`src/rtl/mwb_pkg.sv`:
```
package mwb_pkg;
  parameter int ADDR_W  = 32;
  parameter int REQNO_W = 8;
  parameter int PRIO_W  = 6;
  parameter int PIPE_W  = 1;

  typedef enum logic [1:0] {
    KIND_LOAD    = 2'd0,
    KIND_STORE   = 2'd1,
    KIND_PRELOAD = 2'd2
  } miss_kind_e;

  typedef struct packed {
    logic [PIPE_W-1:0]  pipe;
    logic [REQNO_W-1:0] reqno;
    logic [ADDR_W-1:0]  addr;
    logic [PRIO_W-1:0]  prio;
    logic               preload;
    logic               lock;
  } miss_entry_t;
endpackage

```
`src/rtl/mwb_wait_slot.sv`:
```
module mwb_wait_slot
  import mwb_pkg::*;
#(
  parameter int LATENCY = 20
) (
  input  logic        clk,
  input  logic        rst,
  input  logic        load,
  input  miss_entry_t load_entry,
  input  logic        drop,
  output logic        valid,
  output logic        due,
  output miss_entry_t entry
);
  localparam int CNT_W = $clog2(LATENCY + 2);
  localparam logic [CNT_W-1:0] RELOAD = CNT_W'(LATENCY + 1);

  logic [CNT_W-1:0] cnt;

  always_ff @(posedge clk) begin
    if (rst) begin
      valid <= 1'b0;
      cnt   <= '0;
    end else if (load) begin
      valid <= 1'b1;
      cnt   <= RELOAD;
      entry <= load_entry;
    end else if (drop) begin
      valid <= 1'b0;
    end else if (valid && cnt > 1) begin
      cnt <= cnt - 1'b1;
    end
  end

  // expired: the count reaches zero at the next edge
  assign due = valid && (cnt <= 1);

  // an expired register keeps waiting until it is chosen
  p_due_sticky_r6: assert property (@(posedge clk) disable iff (rst)
    (due && !drop && !load) |=> due);

  // only an expired register is released
  p_drop_only_due_r6: assert property (@(posedge clk) disable iff (rst)
    drop |-> due);
endmodule

```
`src/rtl/mwb_due_pick.sv`:
```
module mwb_due_pick #(
  parameter int N = 4,
  localparam int IDX_W = (N > 1) ? $clog2(N) : 1
) (
  input  logic [N-1:0]     due,
  output logic             any,
  output logic [IDX_W-1:0] idx
);
  always_comb begin
    any = 1'b0;
    idx = '0;
    for (int i = N - 1; i >= 0; i--) begin
      if (due[i]) begin
        any = 1'b1;
        idx = IDX_W'(i);
      end
    end
  end
endmodule

```
`src/rtl/mwb_overflow_pair.sv`:
```
module mwb_overflow_pair
  import mwb_pkg::*;
(
  input  logic              clk,
  input  logic              rst,
  input  logic              take_primary,
  input  logic              take_secondary,
  input  logic              push,
  input  miss_entry_t       push_entry,
  output logic [1:0]        hold_valid,
  output miss_entry_t [1:0] hold_entry,
  output logic              push_ok
);
  logic [1:0]        mid_v, nxt_v;
  miss_entry_t [1:0] mid_e, nxt_e;

  always_comb begin
    mid_v = hold_valid;
    mid_e = hold_entry;
    if (take_primary) begin
      mid_v[0] = hold_valid[1];
      mid_e[0] = hold_entry[1];
      mid_v[1] = 1'b0;
    end else if (take_secondary) begin
      mid_v[1] = 1'b0;
    end
    push_ok = !mid_v[0] || !mid_v[1];
    nxt_v = mid_v;
    nxt_e = mid_e;
    if (push) begin
      if (!mid_v[0]) begin
        nxt_v[0] = 1'b1;
        nxt_e[0] = push_entry;
      end else if (!mid_v[1]) begin
        nxt_v[1] = 1'b1;
        nxt_e[1] = push_entry;
      end
    end
  end

  always_ff @(posedge clk) begin
    if (rst) hold_valid <= '0;
    else     hold_valid <= nxt_v;
    hold_entry <= nxt_e;
  end

  // the secondary slot is never occupied while the primary is empty
  p_pair_order_r7: assert property (@(posedge clk) disable iff (rst)
    hold_valid[1] |-> hold_valid[0]);

  // promotion only takes an occupied slot
  p_take_occupied_r8: assert property (@(posedge clk) disable iff (rst)
    (take_primary |-> hold_valid[0]) and (take_secondary |-> hold_valid[1]));
endmodule

```
`src/rtl/mwb_miss_wait_bank.sv`:
```
module mwb_miss_wait_bank
  import mwb_pkg::*;
#(
  parameter int NPIPE   = 2,
  parameter int NWAIT   = 2,
  parameter int LATENCY = 20
) (
  input  logic               clk,
  input  logic               rst,
  input  logic               miss_valid,
  input  logic [PIPE_W-1:0]  miss_pipe,
  input  logic [REQNO_W-1:0] miss_reqno,
  input  logic [ADDR_W-1:0]  miss_addr,
  input  logic [PRIO_W-1:0]  miss_prio,
  input  logic [1:0]         miss_kind,
  input  logic               miss_lock,
  output logic               ret_valid,
  output logic [PIPE_W-1:0]  ret_pipe,
  output logic [REQNO_W-1:0] ret_reqno,
  output logic [ADDR_W-1:0]  ret_addr,
  output logic [PRIO_W-1:0]  ret_prio,
  output logic               ret_preload,
  output logic               ret_lock,
  output logic               retry
);
  localparam int NSLOT  = NPIPE * NWAIT;
  localparam int SLOT_W = (NSLOT > 1) ? $clog2(NSLOT) : 1;

  miss_entry_t        new_entry;
  miss_entry_t        promo_entry;
  miss_entry_t        slot_entry [NSLOT];
  logic [NSLOT-1:0]   slot_valid, slot_due, released, promo_load, free_mid, slot_load;
  logic               sel_any;
  logic [SLOT_W-1:0]  sel_idx;
  logic [PIPE_W-1:0]  free_pipe;
  logic               take_primary, take_secondary;
  logic [1:0]         hold_valid;
  miss_entry_t [1:0]  hold_entry;
  logic               alloc_hit, push, push_ok;
  logic [SLOT_W-1:0]  alloc_slot;
  miss_entry_t        ret_q;

  // entry built from the incoming miss
  always_comb begin
    new_entry       = '0;
    new_entry.pipe  = miss_pipe;
    new_entry.reqno = miss_reqno;
    new_entry.addr  = miss_addr;
    new_entry.prio  = (miss_prio == '0) ? '0 : miss_prio - 1'b1;
    unique case (miss_kind)
      KIND_STORE:   begin new_entry.preload = 1'b1; new_entry.lock = 1'b0;      end
      KIND_PRELOAD: begin new_entry.preload = 1'b1; new_entry.lock = miss_lock; end
      default:      begin new_entry.preload = 1'b0; new_entry.lock = 1'b0;      end
    endcase
  end

  mwb_due_pick #(.N(NSLOT)) pick_i (
    .due (slot_due),
    .any (sel_any),
    .idx (sel_idx)
  );

  assign free_pipe      = PIPE_W'(32'(sel_idx) / NWAIT);
  assign take_primary   = sel_any && hold_valid[0] && (hold_entry[0].pipe == free_pipe);
  assign take_secondary = sel_any && !take_primary && hold_valid[1] &&
                          (hold_entry[1].pipe == free_pipe);
  assign promo_entry    = take_primary ? hold_entry[0] : hold_entry[1];

  // first free wait register of the miss's pipe, after this cycle's release
  always_comb begin
    alloc_hit  = 1'b0;
    alloc_slot = '0;
    for (int w = NWAIT - 1; w >= 0; w--) begin
      if ((int'(miss_pipe) * NWAIT + w) < NSLOT) begin
        if (free_mid[int'(miss_pipe) * NWAIT + w]) begin
          alloc_hit  = 1'b1;
          alloc_slot = SLOT_W'(int'(miss_pipe) * NWAIT + w);
        end
      end
    end
  end

  assign push = miss_valid && !alloc_hit;

  for (genvar s = 0; s < NSLOT; s++) begin : g_slot
    assign released[s]   = sel_any && (sel_idx == SLOT_W'(s));
    assign promo_load[s] = released[s] && (take_primary || take_secondary);
    assign free_mid[s]   = !slot_valid[s] || (released[s] && !promo_load[s]);
    assign slot_load[s]  = promo_load[s] ||
                           (miss_valid && alloc_hit && (alloc_slot == SLOT_W'(s)));

    mwb_wait_slot #(.LATENCY(LATENCY)) slot_i (
      .clk        (clk),
      .rst        (rst),
      .load       (slot_load[s]),
      .load_entry (promo_load[s] ? promo_entry : new_entry),
      .drop       (released[s]),
      .valid      (slot_valid[s]),
      .due        (slot_due[s]),
      .entry      (slot_entry[s])
    );

    if (s > 0) begin : g_low
      // no lower-indexed register is pending when this one is released
      p_lowest_first_r10: assert property (@(posedge clk) disable iff (rst)
        released[s] |-> !(|slot_due[s-1:0]));
    end
  end

  mwb_overflow_pair pair_i (
    .clk            (clk),
    .rst            (rst),
    .take_primary   (take_primary),
    .take_secondary (take_secondary),
    .push           (push),
    .push_entry     (new_entry),
    .hold_valid     (hold_valid),
    .hold_entry     (hold_entry),
    .push_ok        (push_ok)
  );

  always_ff @(posedge clk) begin
    if (rst) begin
      ret_valid <= 1'b0;
      retry     <= 1'b0;
    end else begin
      ret_valid <= sel_any;
      retry     <= push && !push_ok;
    end
    if (sel_any) ret_q <= slot_entry[sel_idx];
  end

  assign ret_pipe    = ret_q.pipe;
  assign ret_reqno   = ret_q.reqno;
  assign ret_addr    = ret_q.addr;
  assign ret_prio    = ret_q.prio;
  assign ret_preload = ret_q.preload;
  assign ret_lock    = ret_q.lock;

  // a single register is released per cycle
  p_one_release_r10: assert property (@(posedge clk) disable iff (rst)
    $onehot0(released));

  // retry only follows a cycle with both overflow slots occupied
  p_retry_when_full_r7: assert property (@(posedge clk) disable iff (rst)
    retry |-> $past(hold_valid == 2'b11));

  // a return always stems from an expired register
  p_ret_from_due_r6: assert property (@(posedge clk) disable iff (rst)
    ret_valid |-> $past(|slot_due));
endmodule

```
`config.mk`:
```
export PLATFORM = sky130hd
export DESIGN_NAME = mwb_miss_wait_bank
export DESIGN_NICKNAME = d
export VERILOG_FILES = /design/src/rtl/mwb_pkg.sv /design/src/rtl/mwb_wait_slot.sv /design/src/rtl/mwb_due_pick.sv /design/src/rtl/mwb_overflow_pair.sv /design/src/rtl/mwb_miss_wait_bank.sv
export SDC_FILE = /design/constraint.sdc
export NUM_CORES = 1
export LEC_CHECK = 0
export ABC_AREA = 1
export BUFFER_PORTS_ARGS = -buffer_cell sky130_fd_sc_hd__buf_2
export CORE_MARGIN = 2
export CORE_UTILIZATION = 33
export CTS_CLUSTER_DIAMETER = 200
export DETAILED_ROUTE_END_ITERATION = 7
export GPL_ROUTABILITY_DRIVEN = 0
export SYNTH_ARGS = -nofsm -noshare
export SYNTH_HDL_FRONTEND = slang
export SYNTH_HIERARCHICAL = 1
export SYNTH_SLANG_ARGS = --single-unit
```
`constraint.sdc`:
```
create_clock -name clk -period 18.9 [get_ports clk]
set_clock_uncertainty 0.1 [all_clocks]
set_input_delay 3.78 -clock clk [delete_from_list [all_inputs] [get_ports clk]]
set_output_delay 3.78 -clock clk [all_outputs]
set_load 0.005 [all_outputs]
```
==> results.py, run 1 <==
metrics = {
    "outcome": {
        "run_status": "finished, final reports clean",
    },
    "sta": {
        "rsz0062_at_grt": "false",
        "finalHoldViolCount": 0,
        "setup_viol": 0,
        "finalCritPeriodShare_pct": 31.9,
        "relSlewSlack_pct": 37.7,
        "slew_violations": 0,
        "tns_ns": 0,
        "finalWorstSetupSlack_ns": 12.86,
        "max_freq_ghz": 0.166,
        "fin_hold_ws_ns": 0.385,
        "timing.final.crit_period_ns": 6.04,
        "worst_pin_slew_ns": 0.925,
    },
    "synthesis": {
        "synth_edf_count": 294,
        "syn_area_um2": 17200,
        "syn_nets": 1877,
        "ys_warn_count": 6,
        "synth_top_flop_cell": "edfxtp_1",
        "synth.area.top_cells": "edfxtp_1 51%, nand2_1 15%, dfxtp_1 8.9%, o21ai_1 5.3%, a22oi_1 3.7%",
        "synth_largest_area_cell": "edfxtp_1",
        "syn_avg_cell_area_um2": 9.51,
        "synth-seq-cells": 371,
        "ys_seq_area_share_pct": 60.1,
        "syn_inst": 1814,
        "synth_top_cell_area_share_pct": 51.2,
        "async_flop_share_pct": 0,
        "ys_types": 33,
    },
    "clock_tree": {
        "clk_pin_slew_ns": 0.06,
        "cts_resized": 0,
        "ctsLongestPathBuffers": 3,
        "cts_hold_buf": 0,
        "cts_buffers": 41,
        "htreeDepth": 2,
        "clock_latency_ns": 0.56,
        "root_buffer": "clkbuf_16",
        "cts_tree": "built",
        "cts.sinks": 371,
        "post_cts_buffers": 0,
    },
    "placed_design": {
        "pre_cts_slack_ns": 12.33,
        "portBuffers": 103,
        "placed_area_um2": 18100,
        "hpwl_mm": 24.7,
    },
    "critical_path": {
        "path_class": "in -> reg",
        "reg2reg_to": "pair_i/hold_entry[85]$_DFFE_PP_",
        "critPathArrivalTime_ns": 6.12,
        "ff2ff_path_depth": 15,
        "cp_data_required_time_ns": 18.98,
        "crit_fanout": 52,
        "critPathSlowestCell": "buf_4",
        "cpPeakStageDelay_ns": 0.67,
        "start_kind": "input pin",
        "rrSetupSlack_ns": 13.16,
        "end_kind": "flip-flop",
        "worstPathCellList": "buf_2, inv_1, nand2_1, nand2_1, nor2_4, buf_4, nand3_1, a21oi_4, buf_4",
        "r2r-start": "g_slot[0].slot_i/cnt[0]$_SDFFE_PP0P_",
    },
    "route": {
        "drtIter0Drc": 1040,
        "route.detailed.drc": 0,
        "vias_per_cell": 4.94,
        "drtPass1Iterations": 6,
        "wl_per_cell_um": 17.0,
        "wl_mm": 44.2,
        "dr_total_vias": 12800,
        "ant_nets": 0,
    },
    "run": {
        "max-cap-violations": 0,
    },
    "floorplanning": {
        "pin_count": 104,
        "dieArea_um2": 54100,
        "die_x_um": 233,
        "num_rows": 83,
        "start_util_pct": 33.5,
        "core-area_um2": 51500,
        "die_y_um": 233,
    },
    "global_routing": {
        "grt_pass1_wl_mm": 69.2,
        "antenna_found_initial": 3,
        "overflow": 0,
        "grt_max_degree": 77,
        "track_usage_pct": 16.4,
        "first_global_vias": 12700,
    },
    "power": {
        "p_leak_uw": 0.00767,
        "peakVddDrop_mv": 0.0644,
        "cellPowerDensity_nw_per_um2": 107,
    },
    "worst_hold_path": {
        "holdPathStages": 2,
        "worstHoldPathType": "reg -> reg",
        "worstHoldStart": "g_slot[2].slot_i/cnt[3]$_SDFFE_PP0P_",
        "hold_path_end": "g_slot[2].slot_i/cnt[3]$_SDFFE_PP0P_",
    },
    "layout": {
        "final_common_cell": "nand2_1",
        "synthToLayoutAreaGrowth_pct": 12.3,
        "drive_gt1_share_pct": 13.2,
        "final_area_um2": 19400,
        "nNetsFinal": 1943,
        "final_cell_mix": "711 x nand2_1, 294 x edfxtp_1, 183 x o21ai_1, 103 x inv_1, 103 x buf_2",
    },
}
## synthesized netlist by cell type (2+ instances only)
cell,count
nor2_4,8
o21bai_2,4
ha_1,10
xor2_1,5
a22oi_1,85
nand2_1,712
nor3_1,4
dfxtp_1,77
buf_2,18
nand2_2,11
o21ai_1,183
inv_1,107
clkbuf_2,2
nand3_1,87
buf_4,13
buf_6,30
a21oi_1,10
mux2i_1,2
a21oi_2,9
a21boi_2,4
edfxtp_1,294
inv_2,22
nand2_4,8
nand4_1,13
clkbuf_1,33
o21ai_0,18
nor2_1,38
nand3_4,2
## per-stage QoR
stage                     utilization, %  total power, µW  instances
final                               37.6             2080       2593
after global routing                37.6             2180       2592
after CTS                           37.6             2100       2592
after detailed placement            35.2             1350       2517
after global placement              35.2             1340       2517
after floorplan                        -             1240       1814
## sequential cells by signal, summed over array words and instances, names as in the netlist, 2 cells and up
register,count
ret_prio,6
pair_i/hold_valid,2
pair_i/hold_entry,98
g_slot.slot_i/entry,196
g_slot.slot_i/cnt,20
ret_addr,32
ret_reqno,8
g_slot.slot_i/valid,4
## how the worst max path moves through the flow
stage | from | endpoint | slack (ns)
4_1_cts | miss_pipe | pair_i/hold_entry[81]$_DFFE_PP_ | 12.91
3_3_place_gp | miss_pipe | pair_i/hold_entry[79]$_DFFE_PP_ | 12.35
5_1_grt | g_slot[0].slot_i/cnt[0]$_SDFFE_PP0P_ | pair_i/hold_entry[81]$_DFFE_PP_ | 12.58
3_5_place_dp | miss_pipe | pair_i/hold_entry[79]$_DFFE_PP_ | 12.33
2_1_floorplan | miss_pipe | pair_i/hold_entry[49]$_DFFE_PP_ | 11.55
6_report | miss_pipe | pair_i/hold_entry[85]$_DFFE_PP_ | 12.86
## layer usage
layer  part of all wire, %  wire length [µm]  vias to the layer above  GRT usage [%]
met2                    49             21600                      373           28.2
met3                   6.4              2850                       70           3.38
met1                    43             18900                     6124           20.9
li1                      -                 -                     6245              -
met5                 0.041                18                        -              0
met4                   1.8               804                        4           4.20
## cell type report
| class | count | area, µm² |
|---|---|---|
| Tap cell | 680 | 851 |
| Sequential cell | 371 | 10400 |
| Clock inverter | 14 | 90.1 |
| Multi-Input combinational cell | 1216 | 5780 |
| Timing Repair Buffer | 120 | 643 |
| Antenna cell | 1 | 2.50 |
| Clock buffer | 61 | 1140 |
| Inverter | 130 | 497 |
| Fill cell | 5126 | 32100 |
## worst max-delay path: cells and delay by family
kind / cells / cell delay [ns]
buf+inv: 4 / 1.53
compound gates: 1 / 0.15
simple gates: 4 / 0.62
## power breakdown
part / total [µW] / internal, µW / switching, µW
combinational: 304 / 103 / 201
clock: 752 / 432 / 320
sequential: 1030 / 989 / 37.3
total: 2080 / 1520 / 558
## cells by family after synthesis
family / count (synthesis) / share of synthesized area (%)
flops: 371 / 60.1
buf+inv: 227 / 6.69
simple gates: 885 / 21.2
mux: 2 / 0.116
compound gates: 314 / 10.8
xor+xnor: 5 / 0.254
fa+ha+maj: 10 / 0.726
Note: power is estimated with default switching activity, not from simulation.
==> run 2: changes to the inputs <==
Clock period 18.9 ns to 5.62 ns, I/O delays scaled along.
==> run 2 against run 1 <==
Routed wire length up 1.1%; total power increased to 3.4 times the previous value; hold slack gained 0.0053 ns; sequential cell count stayed put; combinational power grew to 3.4 times the previous value.
==> results.py, run 2 (synthesis results as in run 1) <==
metrics = {
    "global_routing": {
        "grt_pass1_wl_mm": 69.2,
        "antenna_found_initial": 3,
        "first_global_vias": 12300,
        "track_usage_pct": 16.6,
        "grt_max_degree": 96,
        "overflow": 0,
    },
    "sta": {
        "max_freq_ghz": 0.233,
        "slew_violations": 0,
        "rsz0062_at_grt": "false",
        "finalHoldViolCount": 0,
        "relSlewSlack_pct": 27.1,
        "finalCritPeriodShare_pct": 76.3,
        "timing.final.crit_period_ns": 4.29,
        "setup_viol": 0,
        "tns_ns": 0,
        "worst_pin_slew_ns": 1.09,
    },
    "critical_path": {
        "path_class": "reg -> reg",
        "r2r-start": "g_slot[0].slot_i/cnt[1]$_SDFFE_PP0P_",
        "critPathArrivalTime_ns": 4.36,
        "reg2reg_to": "g_slot[1].slot_i/entry[27]$_DFFE_PP_",
        "rrSetupSlack_ns": 1.33,
        "start_kind": "flip-flop",
        "end_kind": "flip-flop",
        "crit_fanout": 49,
        "ff2ff_path_depth": 19,
        "cp_data_required_time_ns": 5.70,
    },
    "route": {
        "vias_per_cell": 4.91,
        "drtIter0Drc": 1134,
        "wl_mm": 44.7,
        "ant_nets": 0,
        "route.detailed.drc": 0,
        "drtPass1Iterations": 5,
        "dr_total_vias": 12700,
        "wl_per_cell_um": 17.2,
    },
    "outcome": {
        "run_status": "finished, final reports clean",
    },
    "layout": {
        "final_area_um2": 19500,
        "nNetsFinal": 1946,
        "drive_gt1_share_pct": 13.7,
        "antenna_cells": 0,
        "largest_reg_flops": 196,
        "final_cell_mix": "711 x nand2_1, 294 x edfxtp_1, 183 x o21ai_1, 103 x inv_1, 103 x buf_2",
        "regMostFlops": "g_slot.slot_i/entry",
        "final-seq-area_um2": 10400,
        "fillers": 5093,
        "synthToLayoutAreaGrowth_pct": 13.3,
        "final_common_cell": "nand2_1",
        "multi_input_area_um2": 5780,
    },
    "clock_tree": {
        "cts_buffers": 41,
        "root_buffer": "clkbuf_16",
        "cts_resized": 0,
        "cts_tree": "built",
        "clock_latency_ns": 0.56,
        "cts_hold_buf": 0,
        "htreeDepth": 2,
        "post_cts_buffers": 0,
        "cts.sinks": 371,
        "ctsLongestPathBuffers": 3,
        "clk_pin_slew_ns": 0.06,
    },
    "placed_design": {
        "hpwl_mm": 24.9,
        "placed_area_um2": 18200,
        "portBuffers": 103,
    },
    "floorplanning": {
        "pin_count": 104,
        "start_util_pct": 33.5,
        "num_rows": 83,
        "dieArea_um2": 54100,
        "core-area_um2": 51500,
        "die_y_um": 233,
        "die_x_um": 233,
    },
    "run": {
        "max-cap-violations": 0,
    },
    "power": {
        "cellPowerDensity_nw_per_um2": 365,
        "peakVddDrop_mv": 0.208,
        "p_leak_uw": 0.00773,
    },
    "worst_hold_path": {
        "hold_path_end": "g_slot[3].slot_i/cnt[3]$_SDFFE_PP0P_",
        "worstHoldStart": "g_slot[3].slot_i/cnt[3]$_SDFFE_PP0P_",
        "holdPathStages": 2,
        "worstHoldPathType": "reg -> reg",
    },
}
## run 2: cell types whose count changed in the layout (fill, tap and decap cells not counted)
cell        delta
clkbuf_8       +6
buf_12         +4
clkinv_1       -4
clkbuf_1       -3
buf_4          -1
bufinv_16      +1
clkinv_2       -1
clkinvlp_4     +1
diode_2        -1
## run 2: where the power goes
part	switching [µW]	total (µW)	internal [µW]
Sequential	126	3450	3320
Clock	1080	2660	1580
Combinational	674	1020	351
Total	1880	7130	5250
## run 2: through the flow
step           total power, µW  std cells  utilization, %  setup WS, ns  hold WS, ns
2_1_floorplan             4160       1814               -         0.438        0.367
3_3_place_gp              4500       2520            35.4          1.47        0.376
3_5_place_dp              4540       2520            35.4          1.37        0.383
4_1_cts                   7210       2595            37.9          1.34        0.394
5_1_grt                   7480       2595            37.9         0.924        0.414
6_report                  7130       2595            37.9          1.33        0.390
## run 2: area by class of cell
cell class,count,share of cell area [%]
clock buffers,64,6.22
multi-input cells,1216,29.6
well taps,680,4.36
clock inverters,11,0.551
flip-flops and latches,371,53.1
inverters,130,2.54
repair buffers,123,3.66
## run 2: worst max path at each step
stage / end / slack, ns / cells past startpoint / from
3_5_place_dp: g_slot[1].slot_i/entry[32]$_DFFE_PP_ / 1.37 / 19 / g_slot[0].slot_i/cnt[1]$_SDFFE_PP0P_
6_report: g_slot[1].slot_i/entry[27]$_DFFE_PP_ / 1.33 / 19 / g_slot[0].slot_i/cnt[1]$_SDFFE_PP0P_
4_1_cts: g_slot[1].slot_i/entry[33]$_DFFE_PP_ / 1.34 / 19 / g_slot[0].slot_i/cnt[1]$_SDFFE_PP0P_
2_1_floorplan: g_slot[1].slot_i/entry[0]$_DFFE_PP_ / 0.44 / 16 / g_slot[0].slot_i/cnt[0]$_SDFFE_PP0P_
5_1_grt: g_slot[1].slot_i/entry[33]$_DFFE_PP_ / 0.92 / 19 / g_slot[0].slot_i/cnt[1]$_SDFFE_PP0P_
3_3_place_gp: g_slot[1].slot_i/entry[35]$_DFFE_PP_ / 1.47 / 19 / g_slot[0].slot_i/cnt[1]$_SDFFE_PP0P_
## run 2: layer usage
metal | vias up | routed length (µm) | GRT usage (%)
met3 | 69 | 3290 | 3.49
met5 | - | 35 | 0
met1 | 5989 | 18900 | 21.3
met2 | 421 | 21600 | 28.4
met4 | 6 | 832 | 4.34
li1 | 6257 | - | -
## run 2: critical path, stage by stage (launching register included)
cell,delay [ns]
dfxtp_1,0.38
inv_1,0.08
ha_1,0.20
o21bai_2,0.23
nand2_4,0.12
nor2_1,0.08
nor3_1,0.53
inv_2,0.12
nand2_1,0.13
nand3_4,0.27
nand3_1,0.16
nand2_1,0.06
nand2_1,0.07
nand2_1,0.13
inv_1,0.10
nand3_1,0.08
nand2_1,0.10
inv_1,0.12
nor2_4,0.09
buf_4,0.68
==> run 3: changes to the inputs <==
Clock period 5.62 ns to 3.55 ns, I/O delays scaled along.
==> run 3 against run 2 <==
Via count increased by 1.6%; hold slack worse by 0.12 ns; largest cell class unchanged; cell count rose by 2.3%; critical endpoint is now g_slot[2].slot_i/entry[45]$_DFFE_PP_.
==> results.py, run 3 (synthesis results as in run 1) <==
metrics = {
    "floorplanning": {
        "num_rows": 83,
        "pin_count": 104,
        "core-area_um2": 51500,
        "dieArea_um2": 54100,
        "start_util_pct": 33.5,
        "die_x_um": 233,
        "die_y_um": 233,
    },
    "clock_tree": {
        "cts_tree": "built",
        "clock_latency_ns": 0.56,
        "cts.sinks": 371,
        "cts_buffers": 42,
        "clk_pin_slew_ns": 0.06,
        "root_buffer": "clkbuf_16",
        "ctsLongestPathBuffers": 3,
        "htreeDepth": 2,
    },
    "sta": {
        "worst_pin_slew_ns": 0.802,
        "max_freq_ghz": 0.302,
        "finalHoldViolCount": 0,
        "rsz0062_at_grt": "false",
        "setup_viol": 0,
        "finalCritPeriodShare_pct": 93.2,
        "tns_ns": 0,
        "timing.final.crit_period_ns": 3.31,
        "relSlewSlack_pct": 46.0,
        "slew_violations": 0,
    },
    "route": {
        "drtIter0Drc": 1073,
        "wl_mm": 45.7,
        "ant_nets": 0,
        "vias_per_cell": 4.88,
        "route.detailed.drc": 0,
        "drtPass1Iterations": 5,
        "wl_per_cell_um": 17.2,
        "dr_total_vias": 12900,
    },
    "global_routing": {
        "track_usage_pct": 16.8,
        "overflow": 0,
        "first_global_vias": 12200,
        "grt_max_degree": 73,
        "antenna_found_initial": 3,
        "grt_pass1_wl_mm": 69.6,
    },
    "critical_path": {
        "critPathArrivalTime_ns": 3.46,
        "start_kind": "flip-flop",
        "cp-startpoint": "g_slot[3].slot_i/cnt[1]$_SDFFE_PP0P_",
        "end_kind": "flip-flop",
        "crit_fanout": 25,
        "path_class": "reg -> reg",
        "r2r-start": "g_slot[3].slot_i/cnt[1]$_SDFFE_PP0P_",
        "cp_data_required_time_ns": 3.70,
    },
    "power": {
        "power.share.switching_pct": 26.3,
        "cellPowerDensity_nw_per_um2": 569,
        "clockPowerShare_pct": 38.1,
        "peakVddDrop_mv": 0.316,
        "power_switching_uw": 3060,
        "seq_power_share_pct": 47.1,
        "internal-power_uw": 8560,
        "p_leak_uw": 0.00814,
        "power_frac_comb_pct": 14.8,
    },
    "outcome": {
        "run_status": "finished, final reports clean",
    },
    "placed_design": {
        "hpwl_mm": 29.4,
        "portBuffers": 103,
    },
    "layout": {
        "largest_reg_flops": 196,
        "regMostFlops": "g_slot.slot_i/entry",
        "nNetsFinal": 2003,
        "final_cell_mix": "710 x nand2_1, 294 x edfxtp_1, 183 x o21ai_1, 103 x buf_2, 97 x inv_1",
        "synthToLayoutAreaGrowth_pct": 18.4,
        "final_common_cell": "nand2_1",
        "fin_util_pct": 39.6,
        "drive_gt1_share_pct": 17.6,
    },
    "worst_hold_path": {
        "worstHoldStart": "miss_reqno[7]",
        "worstHoldPathType": "in -> reg",
    },
    "run": {
        "max-cap-violations": 0,
    },
}
-- run 3: cell types whose count changed in the layout (fill, tap and decap cells not counted), sizes merged --
cell	delta
buf	+55
clkbuf	-6
clkinv	+6
bufinv	+3
diode	+1
-- run 3: final cells by class --
cell class / instances / area, µm²
Antenna cell: 1 / 2.50
Clock buffer: 57 / 1170
Clock inverter: 20 / 234
Fill cell: 5040 / 31100
Inverter: 130 / 502
Multi-Input combinational cell: 1216 / 5900
Sequential cell: 371 / 10400
Tap cell: 680 / 851
Timing Repair Buffer: 179 / 1370
-- run 3: stage by stage --
| step | hold WS [ns] | setup WS (ns) | instance area (µm²) | std cells | power (µW) |
|---|---|---|---|---|---|
| 2_1_floorplan | 0.367 | -0.0351 | 17400 | 1814 | 6620 |
| 3_3_place_gp | 0.376 | 0.214 | 18900 | 2571 | 7240 |
| 3_5_place_dp | 0.378 | 0.150 | 18900 | 2571 | 7290 |
| 4_1_cts | 0.244 | 0.132 | 20300 | 2648 | 11700 |
| 5_1_grt | 0.250 | 0.0551 | 20400 | 2653 | 12200 |
| 6_report | 0.273 | 0.242 | 20400 | 2654 | 11600 |
-- run 3: worst paths after layout --
check | end | slack (ns) | cells past startpoint
worst max-delay path | g_slot[2].slot_i/entry[45]$_DFFE_PP_ | 0.24 | 20
worst min-delay path | pair_i/hold_entry[96]$_DFFE_PP_ | 0.27 | 1
worst min register to register | g_slot[1].slot_i/cnt[3]$_SDFFE_PP0P_ | 0.38 | 2
worst max register to register | g_slot[2].slot_i/entry[45]$_DFFE_PP_ | 0.24 | 20
-- run 3: what timing repair did --
action / CTS / global route
hold buffers: 0 / 0
setup endpoints to repair: 0 / 77
buffers inserted: 0 / 4
gates resized for setup: 0 / 1
-- run 3: metal layers --
metal | track usage [%] | up-vias | share of wire [%]
met3 | 2.99 | 59 | 6.0
li1 | - | 6370 | -
met4 | 4.50 | 0 | 1.9
met5 | 0 | - | 0
met2 | 29.0 | 392 | 49
met1 | 21.7 | 6120 | 43
-- run 3: power groups by stage --
stage                     sequential [µW]  combinational [µW]  clock (µW)
after detailed placement             5560                1730           0
final                                5470                1720        4430
after CTS                            5470                1740        4530
after floorplan                      5530                1100           0
after global routing                 5520                1950        4720
after global placement               5550                1690           0
-- run 3: critical path, cell delays in order, from the launching register on --
cell and delay [ns]:
dfxtp_2 0.35, inv_1 0.08, ha_1 0.20, o21bai_2 0.23, nand2_4 0.12, nor2_4 0.05
nor2_4 0.20, nand2_8 0.19, nand2_2 0.14, inv_2 0.05, nand3_4 0.13, nand3_1 0.08
nand2_1 0.06, nand2_1 0.07, nand2_1 0.17, buf_4 0.14, nand3_1 0.06, nand2_1 0.08
inv_1 0.08, nor2_4 0.15, buf_4 0.28
